==> src/rtl/supv_pkg.sv <==
package supv_pkg;

  // One flag per reset cause, all active high.
  typedef struct packed {
    logic supply_low;
    logic manual;
    logic wdog;
  } supv_cause_t;

  // Bit order of the synchronizer bundle in the top.
  localparam int unsigned SYNC_SUPPLY = 3;
  localparam int unsigned SYNC_MANUAL = 2;
  localparam int unsigned SYNC_WDLVL  = 1;
  localparam int unsigned SYNC_WDDRV  = 0;
  localparam int unsigned SYNC_WIDTH  = 4;

endpackage

==> src/rtl/supv_sync.sv <==
module supv_sync #(
  parameter int unsigned          WIDTH   = 1,
  parameter int unsigned          STAGES  = 2,
  parameter logic [WIDTH-1:0]     RST_VAL = '0
) (
  input  logic             clk,
  input  logic             rst_n,
  input  logic [WIDTH-1:0] async_i,
  output logic [WIDTH-1:0] sync_o
);

  logic [WIDTH-1:0] stage_q [STAGES];
  logic [WIDTH-1:0] stage_d [STAGES];

  always_comb begin
    stage_d[0] = async_i;
    for (int i = 1; i < STAGES; i++) begin
      stage_d[i] = stage_q[i-1];
    end
  end

  generate
    for (genvar g = 0; g < STAGES; g++) begin : g_stage
      always_ff @(posedge clk or negedge rst_n) begin
        if (!rst_n) begin
          stage_q[g] <= RST_VAL;
        end else begin
          stage_q[g] <= stage_d[g];
        end
      end
    end
  endgenerate

  assign sync_o = stage_q[STAGES-1];

endmodule

==> src/rtl/supv_debounce.sv <==
module supv_debounce #(
  parameter int unsigned DEB_CYCLES = 4,
  parameter logic        RST_LEVEL  = 1'b1
) (
  input  logic clk,
  input  logic rst_n,
  input  logic raw_i,
  output logic level_o
);

  localparam int unsigned CW = $clog2(DEB_CYCLES + 1);
  localparam logic [CW-1:0] LAST = CW'(DEB_CYCLES - 1);

  logic          level_q, level_d;
  logic [CW-1:0] cnt_q, cnt_d;
  logic          differ, at_last, level_en;

  always_comb begin
    differ   = (raw_i != level_q);
    at_last  = (cnt_q == LAST);
    level_en = differ && at_last;
    level_d  = level_en ? raw_i : level_q;
    if (differ && !at_last) begin
      cnt_d = cnt_q + CW'(1);
    end else begin
      cnt_d = '0;
    end
  end

  always_ff @(posedge clk or negedge rst_n) begin
    if (!rst_n) begin
      level_q <= RST_LEVEL;
      cnt_q   <= '0;
    end else begin
      cnt_q <= cnt_d;
      if (level_en) begin
        level_q <= level_d;
      end
    end
  end

  assign level_o = level_q;

  // A new level is taken only after the full hold count.
  assert_accept_after_hold_R8: assert property (
    @(posedge clk) disable iff (!rst_n)
    (level_q != $past(level_q)) |-> ($past(cnt_q) == LAST)
  );

  // The counter never runs past its limit.
  assert_deb_no_overflow_R8: assert property (
    @(posedge clk) disable iff (!rst_n)
    cnt_q <= LAST
  );

endmodule

==> src/rtl/supv_wdog.sv <==
module supv_wdog #(
  parameter int unsigned WDOG_CYCLES = 20
) (
  input  logic clk,
  input  logic rst_n,
  input  logic wd_lvl_i,
  input  logic wd_drv_i,
  input  logic hold_i,
  output logic expire_o
);

  localparam int unsigned CW = $clog2(WDOG_CYCLES + 1);
  localparam logic [CW-1:0] LAST = CW'(WDOG_CYCLES - 1);

  logic          prev_q;
  logic [CW-1:0] cnt_q, cnt_d;
  logic          kick, clear, at_last;

  always_comb begin
    kick     = wd_drv_i && (wd_lvl_i != prev_q);
    clear    = hold_i || !wd_drv_i || kick;
    at_last  = (cnt_q == LAST);
    expire_o = !clear && at_last;
    if (clear || at_last) begin
      cnt_d = '0;
    end else begin
      cnt_d = cnt_q + CW'(1);
    end
  end

  always_ff @(posedge clk or negedge rst_n) begin
    if (!rst_n) begin
      prev_q <= 1'b0;
      cnt_q  <= '0;
    end else begin
      prev_q <= wd_lvl_i;
      cnt_q  <= cnt_d;
    end
  end

  // Count parked at zero while the pin is undriven.
  assert_disabled_parks_R6: assert property (
    @(posedge clk) disable iff (!rst_n)
    !wd_drv_i |=> (cnt_q == '0)
  );

  // Count parked at zero while reset is asserted.
  assert_hold_parks_R5: assert property (
    @(posedge clk) disable iff (!rst_n)
    hold_i |=> (cnt_q == '0)
  );

  // A level change on a driven pin restarts the count.
  assert_edge_restarts_R3: assert property (
    @(posedge clk) disable iff (!rst_n)
    (wd_drv_i && (wd_lvl_i != prev_q)) |=> (cnt_q == '0)
  );

  // Timeout only while driven and outside reset.
  assert_expire_gated_R4: assert property (
    @(posedge clk) disable iff (!rst_n)
    expire_o |-> (wd_drv_i && !hold_i)
  );

endmodule

==> src/rtl/supv_stretch.sv <==
module supv_stretch #(
  parameter int unsigned HOLD_CYCLES = 8
) (
  input  logic clk,
  input  logic rst_n,
  input  logic cause_i,
  output logic hold_o
);

  localparam int unsigned CW = $clog2(HOLD_CYCLES + 1);
  localparam logic [CW-1:0] LAST = CW'(HOLD_CYCLES - 1);

  logic          hold_q, hold_d;
  logic [CW-1:0] cnt_q, cnt_d;
  logic          done;

  always_comb begin
    hold_d = hold_q;
    cnt_d  = cnt_q;
    done   = (cnt_q == LAST);
    if (cause_i) begin
      hold_d = 1'b1;
      cnt_d  = '0;
    end else if (hold_q) begin
      if (done) begin
        hold_d = 1'b0;
        cnt_d  = '0;
      end else begin
        cnt_d = cnt_q + CW'(1);
      end
    end
  end

  always_ff @(posedge clk or negedge rst_n) begin
    if (!rst_n) begin
      hold_q <= 1'b1;
      cnt_q  <= '0;
    end else begin
      hold_q <= hold_d;
      cnt_q  <= cnt_d;
    end
  end

  assign hold_o = hold_q;

  // Any active cause leaves reset asserted after the edge.
  assert_cause_asserts_R1: assert property (
    @(posedge clk) disable iff (!rst_n)
    cause_i |=> hold_q
  );

  // Release only after a full quiet interval.
  assert_release_full_interval_R2: assert property (
    @(posedge clk) disable iff (!rst_n)
    $fell(hold_q) |-> ($past(cnt_q) == LAST && !$past(cause_i))
  );

  // A cause during the stretch reloads the count.
  assert_cause_reloads_R10: assert property (
    @(posedge clk) disable iff (!rst_n)
    cause_i |=> (cnt_q == '0)
  );

endmodule

==> src/rtl/supv_reset_ctrl.sv <==
module supv_reset_ctrl
  import supv_pkg::*;
#(
  parameter int unsigned RST_CYCLES  = 26_250_000,
  parameter int unsigned WDOG_CYCLES = 220_000_000,
  parameter int unsigned DEB_CYCLES  = 125_000,
  parameter int unsigned SYNC_STAGES = 2
) (
  input  logic clk,
  input  logic rst_n,
  input  logic supply_ok_i,
  input  logic wdog_i,
  input  logic wdog_drv_i,
  input  logic man_rst_n_i,
  output logic cpu_rst_n_o,
  output logic cpu_rst_o
);

  // Supply starts "bad" and manual starts "released" out of chip reset.
  localparam logic [SYNC_WIDTH-1:0] SYNC_RST = SYNC_WIDTH'(1) << SYNC_MANUAL;

  logic [SYNC_WIDTH-1:0] raw_bus, sync_bus;
  logic                  supply_s, manual_s, wd_lvl_s, wd_drv_s;
  logic                  manual_lvl, wd_expire, hold;
  supv_cause_t           cause;
  logic                  any_cause;

  always_comb begin
    raw_bus              = '0;
    raw_bus[SYNC_SUPPLY] = supply_ok_i;
    raw_bus[SYNC_MANUAL] = man_rst_n_i;
    raw_bus[SYNC_WDLVL]  = wdog_i;
    raw_bus[SYNC_WDDRV]  = wdog_drv_i;
  end

  supv_sync #(
    .WIDTH   (SYNC_WIDTH),
    .STAGES  (SYNC_STAGES),
    .RST_VAL (SYNC_RST)
  ) u_sync (
    .clk     (clk),
    .rst_n   (rst_n),
    .async_i (raw_bus),
    .sync_o  (sync_bus)
  );

  assign supply_s = sync_bus[SYNC_SUPPLY];
  assign manual_s = sync_bus[SYNC_MANUAL];
  assign wd_lvl_s = sync_bus[SYNC_WDLVL];
  assign wd_drv_s = sync_bus[SYNC_WDDRV];

  supv_debounce #(
    .DEB_CYCLES (DEB_CYCLES),
    .RST_LEVEL  (1'b1)
  ) u_debounce (
    .clk     (clk),
    .rst_n   (rst_n),
    .raw_i   (manual_s),
    .level_o (manual_lvl)
  );

  supv_wdog #(
    .WDOG_CYCLES (WDOG_CYCLES)
  ) u_wdog (
    .clk      (clk),
    .rst_n    (rst_n),
    .wd_lvl_i (wd_lvl_s),
    .wd_drv_i (wd_drv_s),
    .hold_i   (hold),
    .expire_o (wd_expire)
  );

  always_comb begin
    cause.supply_low = !supply_s;
    cause.manual     = !manual_lvl;
    cause.wdog       = wd_expire;
    any_cause        = |cause;
  end

  supv_stretch #(
    .HOLD_CYCLES (RST_CYCLES)
  ) u_stretch (
    .clk     (clk),
    .rst_n   (rst_n),
    .cause_i (any_cause),
    .hold_o  (hold)
  );

  assign cpu_rst_o   = hold;
  assign cpu_rst_n_o = !hold;

  // Synchronized supply loss drives reset at the pins on the next edge.
  assert_supply_low_pins_R1: assert property (
    @(posedge clk) disable iff (!rst_n)
    !supply_s |=> (cpu_rst_o && !cpu_rst_n_o)
  );

  // Accepted manual request drives reset at the pins on the next edge.
  assert_manual_pins_R7: assert property (
    @(posedge clk) disable iff (!rst_n)
    !manual_lvl |=> cpu_rst_o
  );

endmodule

==> config.mk <==
export PLATFORM = sky130hd
export DESIGN_NAME = supv_reset_ctrl
export DESIGN_NICKNAME = d
export VERILOG_FILES = /design/src/rtl/supv_pkg.sv /design/src/rtl/supv_sync.sv /design/src/rtl/supv_debounce.sv /design/src/rtl/supv_wdog.sv /design/src/rtl/supv_stretch.sv /design/src/rtl/supv_reset_ctrl.sv
export SDC_FILE = /design/constraint.sdc
export NUM_CORES = 1
export LEC_CHECK = 0
export BUFFER_PORTS_ARGS = -buffer_cell sky130_fd_sc_hd__buf_2
export CAP_MARGIN = 10
export CORE_UTILIZATION = 40
export DETAILED_ROUTE_END_ITERATION = 16
export SLEW_MARGIN = 20
export SYNTH_ARGS = -nofsm -noshare
export SYNTH_HDL_FRONTEND = slang
export SYNTH_SLANG_ARGS = --single-unit
==> constraint.sdc <==
create_clock -name clk -period 3.2 [get_ports clk]
set_input_delay 0.32 -clock clk [delete_from_list [all_inputs] [get_ports clk]]
set_output_delay 0.32 -clock clk [all_outputs]
set_load 0.005 [all_outputs]
; Yosys cells after proc, flatten, opt, wreduce, memory -nomap -nowiden
; Index checks and enable logic that the tools add are counted.
[word_totals]
reg_bits = 81
latch_bits = 0
ramBits = 0
romBits = 0
in_bits = 6
output_inout_bits = 2
elab_cells = 39
memories = 0
[op_classes]
addsub = 3
n_mul = 0
div_mod_pow = 0
magnitude_cmp = 0
n_eq_ne = 5
shift = 0
n_mux = 8
n_bitwise = 0
n_reduce_logical = 15
[ops]
columns = op, n
row1 = $mux W25, 3
row2 = $add A28 B1 Y28 const B, 1
row3 = $eq A28 B28 Y1 const B, 1
row4 = $mux W28, 1
row5 = $add A25 B1 Y25 const B, 1
row6 = $eq A25 B25 Y1 const B, 1
row7 = $add A17 B1 Y17 const B, 1
row8 = $eq A17 B17 Y1 const B, 1
row9 = $mux W17, 1
row10 = $logic_not A1 Y1, 6
row11 = $logic_and A1 B1 Y1, 4
row12 = $logic_or A1 B1 Y1, 3
row13 = $mux W1, 3
row14 = $reduce_or A3 Y1, 1
row15 = $ne A1 B1 Y1, 2
row16 = $reduce_bool A2 Y1, 1

; Logic depth before layout (Yosys ltp)
; Gate-level depths: netlist of run 1.
[logic_depth]
word_depth = 7
ltp_mapped = 9
mapped_depth_nobuf = 6

; Hierarchy
; From an unflattened synthesis of run 1, not the netlist that was laid out.
[hier_totals]
hier_cells = 475
area_unflattened_um2 = 4438.0
[modules_own_cells]
columns = module, n_inst, cells_each, area_per_inst_um2, seq_area_each_um2
row1 = supv_stretch, 1, 213, 1798.0, 651.9
row2 = supv_wdog, 1, 162, 1529.0, 725.7
row3 = supv_debounce, 1, 90, 897.1, 451.7
row4 = supv_sync, 1, 8, 202.7, 202.7
row5 = supv_reset_ctrl, 1, 2, 11.3, 0.0

; Worst setup path before layout of run 1
; Ideal clock, no wire load.
[synth_timing]
path_kind = reg2reg
from = register u_wdog.cnt_q[0]
to = register u_stretch.cnt_q[12]
setup_time_ps = 124
arrival_time_ps = 2412
t_required_ps = 3076
setup_slack_ps = 664
stages_incl_launch_ff = 10
path_buffers = 3
period_less_slack_ps = 2536
path_cell_list = dfrtp_1 ha_1 nand3_2 or4_1 or4_1 buf_2 and2_4 buf_6 buf_6 a211o_1
[synth_between]
elab_chain_len = 4
word_cells_on_any_way = 5
classes_between = 1 x eq/ne / 1 x mux / 3 x reduce/logical
[synth_lines]
columns = item, line_no
row1 = "start, declared", supv_wdog.sv:16  ; logic [CW-1:0] cnt_q, cnt_d;
row2 = "start signal, assigned", supv_wdog.sv:37  ; cnt_q <= cnt_d;
row3 = $eq A28 B28 Y1 *, supv_wdog.sv:22  ; at_last = (cnt_q == LAST);
row4 = $logic_and A1 B1 Y1 *, supv_wdog.sv:23  ; expire_o = !clear && at_last;
row5 = $reduce_or A3 Y1 *, supv_reset_ctrl.sv:77  ; any_cause = |cause;
row6 = $mux W25 / $reduce_bool A2 Y1 (equally long branches), n/a
row7 = "end signal, assigned", supv_stretch.sv:40  ; cnt_q <= cnt_d;
row8 = "end, declared", supv_stretch.sv:14  ; logic [CW-1:0] cnt_q, cnt_d;
; Mark *: on every way between the ends. The rest lies on a longest branch, timed or not.
; A chain may end at the register's enable or synchronous reset.

; Worst setup path after layout of run 1
[layout_timing]
from = register u_wdog.cnt_q[0]
to = register u_stretch.cnt_q[7]
; Same word-level chain as after synthesis.

==> results of run 1 <==
## worst min-delay path by stage
stage,start,to,slack [ns]
after floorplan,rst_n,u_debounce.cnt_q[0]$_DFF_PN0_,0.02
after global placement,u_sync.stage_d[0]$_DFF_PN0_,u_sync.sync_o[0]$_DFF_PN0_,0.33
after detailed placement,u_sync.stage_d[1]$_DFF_PN0_,u_sync.sync_o[1]$_DFF_PN0_,0.34
after CTS,man_rst_n_i,u_sync.stage_d[2]$_DFF_PN1_,0.03
after global routing,man_rst_n_i,u_sync.stage_d[2]$_DFF_PN1_,0.03
final,rst_n,u_stretch.cnt_q[22]$_DFFE_PN0P_,-0.04
## cell usage after synthesis, drive strengths merged
library cell / number
nor3: 24
o211a: 3
a22o: 2
nand4: 16
and2b: 1
xor2: 22
mux2: 1
or3: 5
a221o: 4
a211o: 13
or4b: 1
or2: 4
nand4b: 1
clkbuf: 12
inv: 7
and4: 10
nand3b: 1
a21oi: 3
and2: 3
nor3b: 1
nand2b: 2
dfstp: 4
nand3: 28
buf: 5
o21ai: 6
xnor2: 20
nor2: 57
ha: 3
a31oi: 2
a2bb2oi: 2
nand2: 27
a21o: 2
mux2i: 2
or4: 2
dfrtp: 77
nor4: 8
nor4b: 2
nor4bb: 2
and3: 24
## per-stage QoR
stage | utilization | power [W] | std cells | cell area [µm²]
floorplan | - | 0.00107 | 409 | 4030
global placement | 0.426 | 0.00109 | 534 | 4160
detailed placement | 0.426 | 0.00109 | 534 | 4160
CTS | 0.446 | 0.00187 | 550 | 4360
global route | 0.447 | 0.00190 | 550 | 4370
finish | 0.447 | 0.00183 | 550 | 4370
## cell families (layout without fill, tap and decap cells)
group,count (synthesis),in the layout
AO/OA/AOI/OAI,37,37
flip-flops,81,81
XOR/XNOR,42,42
AND/OR/NAND/NOR,219,219
adder cells (fa/ha/maj),3,3
buffers and inverters,24,32
multiplexers,3,3
## critical path: stages, from the launching register on
cell and delay, ns:
dfrtp_1 0.40, ha_1 0.21, nand3_2 0.14, or4_1 0.57, or4_1 0.56, and2_4 0.28, a221o_1 0.36
## sequential cells by signal, summed over array words and instances (netlist names)
register            flops
u_wdog.prev_q           1
u_wdog.cnt_q           28
u_stretch.hold_o        1
u_debounce.level_o      1
u_sync.stage_d          4
u_sync.sync_o           4
u_debounce.cnt_q       17
u_stretch.cnt_q        25
## routing by layer
layer | routed length, µm | vias to the layer above | GRT usage
li1 | - | 1473 | -
met1 | 3720 | 1419 | 0.218
met2 | 3740 | 33 | 0.256
met3 | 222 | 13 | 0.0445
met4 | 112 | 0 | 0.0670
met5 | 0 | - | 0
## layout make-up
cell class	count	share of cell area
inverter	7	0.00602
clock buffer	9	0.0284
timing repair buffer	9	0.0129
multi-input combinational	304	0.432
tap	133	0.0381
sequential	81	0.465
clock inverter	7	0.0175
## power by group
group	switching, W	total, W	internal (W)	leakage, nW
Sequential	0.00000489	0.00104	0.00103	1.10
Clock	0.000395	0.000762	0.000367	0.0966
Combinational	0.0000260	0.0000336	0.00000761	0.728
Total	0.000426	0.00183	0.00141	1.92
==> reports/qor.yml, run 1 <==
outcome:
  outcome: "finished with violations"
  violations: "negative hold slack"
cells_and_area:
  syn_to_final_growth_pct: 8.52
  nets: 421
  final_cell_mix: "dfrtp_1, nor2_1, nand3_1, nand2_1"
  multi_input_area_mm2: 0.00189
  diodes: 0
  ff_latch_area_mm2: 0.00203
  final_common_cell: "dfrtp_1"
  layout-drive-gt1-share: 0.0911
  nFillCells: 951
flow_run:
  maxCapViolCount: 0
critical_path:
  worstRegToRegCells: 6
  required_ns: 3.45
  critPathLaunch: "u_wdog.cnt_q[0]$_DFF_PN0_"
  cp_max_fo: 18
  critical_path.endpoint: "u_stretch.cnt_q[7]$_DFFE_PN0P_"
  worstSetupPathType: "register to register"
  reg2reg_to: "u_stretch.cnt_q[7]$_DFFE_PN0P_"
  cp-start-kind: "register"
  reg2reg_from: "u_wdog.cnt_q[0]$_DFF_PN0_"
  cp.arrival_ns: 2.89
  cp-end-kind: "register"
  r2r_setup_slack_ns: 0.56
die:
  core_mm2: 0.00977
  core.rowCount: 36
  initial_core_util: 0.412
  io_pins: 8
  die_height_um: 102
  fp.dieW_um: 102
  fp.dieArea_mm2: 0.0105
timing:
  clock_skew_ns: 0.0144
  whs_ns: -0.0391
  tightest_slew_ns: 0.846
  period_share: 0.825
  fin_ws_ns: 0.560
  finalSetupViolations: 0
  timing.fmax_mhz: 379
  tns_ns: 0
  slew_violations: 0
  hold_viol_final: 20
  period_needed_ns: 2.64
  rsz0062_at_grt: "false"
  max_slew_margin: 0.431
clock_tree:
  clk_pin_slew_ns: 0.09
  clkSinkCount: 81
  clkLatencyLatePin_ns: 0.37
  cts.path.max_buffers: 2
  cts_setup_buffers: 0
  cts_tree: "done"
  cts_buffers: 9
  cts.repair.resized: 0
  cts_root_buf: "clkbuf_8"
  cts_hold_buffers: 0
  htreeDepth: 3
detailed_routing:
  vias_per_cell: 5.34
  drc: 0
  finalWirelength_um: 7800
  routedWlPerCell_um: 14.2
  vias: 2938
  drtAntennaViolNets: 0
  drtIter0Drc: 192
  drtPass1Iterations: 4
global_route:
  overflow: 0
  grt_pass1_wl_um: 13200
  antenna_found_initial: 0
  grt_start_max_net_pins: 82
  grt_pass1_vias: 2725
  grt_usage: 0.164
logic_synthesis:
  synthXorXnorAreaFrac: 0.0914
  synth-adder-area-share: 0.00933
  synth_compound_area_frac: 0.0724
  synthesis.nets: 418
  netlist.area_leader.share: 0.479
  synthSimpleGateAreaFrac: 0.288
  yosysWarnings: 0
  syn_area_per_cell_um2: 9.84
  ys_types: 45
  synthCells: 409
  muxShareOfSynthArea: 0.00777
  synth_area_leaders: "dfrtp_1, nor2_1, xor2_1"
  yosysSeqAreaShare: 0.505
  synth-seq-cells: 81
  netlist_area_mm2: 0.00403
  yosysTopAreaCell: "dfrtp_1"
  synth_top_family_by_area: "simple AND/OR/NAND/NOR gates"
power_and_ir_drop:
  leakagePower_nw: 1.92
  peakVddDrop_mv: 0.219
  power.density_mw_per_mm2: 420
place:
  port_buffers: 7
  dpl.hpwl_um: 5120
  post-place-ws_ns: 0.570
  place_congestion: 0.773
worst_hold_path:
  worst_hold_path_type: "input port to async pin"
(Power assumes the default switching activity.)
==> run 2, diff against run 1 <==
- clock period: 3.2 -> 2.7 ns (I/O delays scaled with it)
==> run 2 against run 1 <==
- critical path depth is the same
- cell count grew 1.3%
- routed wire length grew 1.5%
- worst setup slack lost 0.35 ns
- combinational power grew 29%
- sequential cell count is the same
- sequential share of layout area shrank 0.40 points
- utilization grew 0.38 points
- the flow still finishes with violations (negative hold slack)
- clock-buffer cell count is the same
- critical path type unchanged
==> reports/qor.yml, run 2 (synthesis results as in run 1) <==
critical_path:
  reg2reg_to: "u_stretch.cnt_q[14]$_DFFE_PN0P_"
  required_ns: 2.94  # -0.51 ns
  cp-start-kind: "register"
  r2r_setup_slack_ns: 0.21  # -0.35 ns
  cp.arrival_ns: 2.73  # -0.16 ns
  cp_max_fo: 18  # unchanged
  reg2reg_from: "u_wdog.cnt_q[0]$_DFF_PN0_"
  critPathLaunch: "u_wdog.cnt_q[0]$_DFF_PN0_"
  critical_path.endpoint: "u_stretch.cnt_q[14]$_DFFE_PN0P_"
  cp-end-kind: "register"
  worstRegToRegCells: 6  # unchanged
  worstSetupPathType: "register to register"
die:
  io_pins: 8  # unchanged
  fp.dieW_um: 102  # unchanged
  fp.dieArea_mm2: 0.0105  # unchanged
  core.rowCount: 36  # unchanged
  die_height_um: 102  # unchanged
  initial_core_util: 0.412  # unchanged
  core_mm2: 0.00977  # unchanged
detailed_routing:
  vias_per_cell: 5.44  # +1.9%
  vias: 3031  # +3.2%
  routedWlPerCell_um: 14.2  # +0.26%
  finalWirelength_um: 7920  # +1.5%
  drtPass1Iterations: 4  # unchanged
  drtAntennaViolNets: 0  # unchanged
  drtIter0Drc: 223  # +16%
  drc: 0  # unchanged
clock_tree:
  cts_root_buf: "clkbuf_8"
  htreeDepth: 3  # unchanged
  clk_pin_slew_ns: 0.08  # about the same
  cts.repair.resized: 0  # unchanged
  cts.path.max_buffers: 2  # unchanged
  clkLatencyLatePin_ns: 0.36  # about the same
  clkSinkCount: 81  # unchanged
  cts_buffers: 9  # unchanged
  cts_tree: "done"
  cts_setup_buffers: 0  # unchanged
timing:
  max_slew_margin: 0.491  # +0.0610
  fin_ws_ns: 0.209  # -0.350 ns
  tightest_slew_ns: 0.763  # -0.0836 ns
  hold_viol_final: 74  # +270%
  clock_skew_ns: 0.0107  # -0.00370 ns
  period_needed_ns: 2.49  # -0.150 ns
  slew_violations: 0  # unchanged
  rsz0062_at_grt: "false"
  finalSetupViolations: 0  # unchanged
  timing.fmax_mhz: 401  # +6.0%
  period_share: 0.922  # +0.0974
  tns_ns: 0  # unchanged
  whs_ns: -0.0864  # -0.0473 ns
power_and_ir_drop:
  finalPower_w: 0.00207  # +13%
  switching_share: 0.238  # +0.00578
  peakVddDrop_mv: 0.279  # +28%
  leakagePower_nw: 1.94  # +0.97%
  power.density_mw_per_mm2: 469  # +12%
  p_switching_w: 0.000492  # +16%
  internal-power_w: 0.00157  # +12%
  power_frac_clock: 0.384  # -0.032
  seq_power_share: 0.595  # +0.029
  p_comb_frac: 0.021  # +0.003
place:
  place_congestion: 0.827  # +7.0%
  post-place-ws_ns: 0.200  # -0.370 ns
  port_buffers: 7  # unchanged
  dpl.hpwl_um: 5110  # -0.32%
cells_and_area:
  reg_top3: "u_wdog.cnt_q: 28 flops, u_stretch.cnt_q: 25 flops, u_debounce.cnt_q: 17 flops"
  nFillCells: 936  # -1.6%
  final_common_cell: "dfrtp_1"
  layout-drive-gt1-share: 0.0991  # +0.00793
  diodes: 0  # unchanged
  top_register: "u_wdog.cnt_q"
  nets: 428  # +1.7%
  syn_to_final_growth_pct: 9.45
  largest_reg_flops: 28  # unchanged
  final_cell_mix: "dfrtp_1, nor2_1, nand3_1, nand2_1"
global_route:
  grt_pass1_vias: 2746  # +0.77%
  grt_pass1_wl_um: 13300  # +0.20%
  overflow: 0  # unchanged
  grt_usage: 0.165  # about the same
  grt_start_max_net_pins: 82  # unchanged
  antenna_found_initial: 0  # unchanged
outcome:
  violations: "negative hold slack"
  outcome: "finished with violations"
flow_run:
  maxCapViolCount: 0  # unchanged
worst_hold_path:
  worst_hold_path_type: "input port to async pin"
-- run 2: cell count changes in the layout (fill, tap and decap cells not counted) --
| cell | change |
|---|---|
| buf_4 | +4 |
| dlygate4sd3_1 | +3 |
| bufinv_16 | -1 |
| clkinv_4 | +1 |
| clkinvlp_4 | +1 |
| inv_6 | -1 |
-- run 2: power by group through the flow --
| stage | sequential [W] | combinational, W | clock, W |
|---|---|---|---|
| 2_1_floorplan | 0.00125 | 0.0000117 | 0 |
| 3_3_place_gp | 0.00125 | 0.0000413 | 0 |
| 3_5_place_dp | 0.00125 | 0.0000423 | 0 |
| 4_1_cts | 0.00123 | 0.0000454 | 0.000835 |
| 5_1_grt | 0.00123 | 0.0000522 | 0.000880 |
| 6_report | 0.00123 | 0.0000433 | 0.000794 |
-- run 2: metrics by stage --
step | std cells | cell area (µm²) | hold slack, ns | util
finish | 557 | 4410 | -0.0864 | 0.451
global route | 557 | 4410 | 0.00964 | 0.451
CTS | 557 | 4400 | 0.0121 | 0.450
detailed placement | 538 | 4190 | 0.335 | 0.429
global placement | 538 | 4190 | 0.333 | 0.429
floorplan | 409 | 4030 | -0.0256 | -
-- run 2: critical path, stage by stage, from the launching register on --
cell     delay, ns
dfrtp_1       0.40
ha_1          0.21
nand3_2       0.15
or4_1         0.57
or4_1         0.45
and2_4        0.24
a221o_1       0.36
-- run 2: layer usage --
| metal | GRT usage | share of wire |
|---|---|---|
| met2 | 0.257 | 0.47 |
| met1 | 0.217 | 0.47 |
| met3 | 0.0506 | 0.043 |
| met4 | 0.0571 | 0.013 |
| met5 | 0 | 0 |
-- run 2: repair_timing --
| item | in CTS | in global routing |
|---|---|---|
| hold endpoints to repair | 3 | 0 |
| hold buffers | 3 | 0 |
| endpoints found under the setup margin | 0 | 0 |
-- run 2: area by class of cell --
type / instances / area, µm² / area share
multi-input combinational: 304 / 1890 / 0.428
clock buffer: 9 / 124 / 0.0281
clock inverter: 7 / 53.8 / 0.0122
sequential: 81 / 2030 / 0.461
tap: 133 / 166 / 0.0378
timing repair buffer: 16 / 116 / 0.0264
inverter: 7 / 26.3 / 0.00596
-- run 2: worst min path at each step --
| stage | start | end | slack, ns | cells past startpoint |
|---|---|---|---|---|
| 2_1_floorplan | rst_n | u_debounce.cnt_q[0]$_DFF_PN0_ | -0.03 | 0 |
| 3_3_place_gp | u_sync.stage_d[0]$_DFF_PN0_ | u_sync.sync_o[0]$_DFF_PN0_ | 0.33 | 0 |
| 3_5_place_dp | u_sync.stage_d[3]$_DFF_PN0_ | u_sync.sync_o[3]$_DFF_PN0_ | 0.33 | 0 |
| 4_1_cts | supply_ok_i | u_sync.stage_d[3]$_DFF_PN0_ | 0.01 | 1 |
| 5_1_grt | rst_n | u_stretch.cnt_q[23]$_DFFE_PN0P_ | 0.01 | 1 |
| 6_report | rst_n | u_stretch.cnt_q[20]$_DFFE_PN0P_ | -0.09 | 1 |
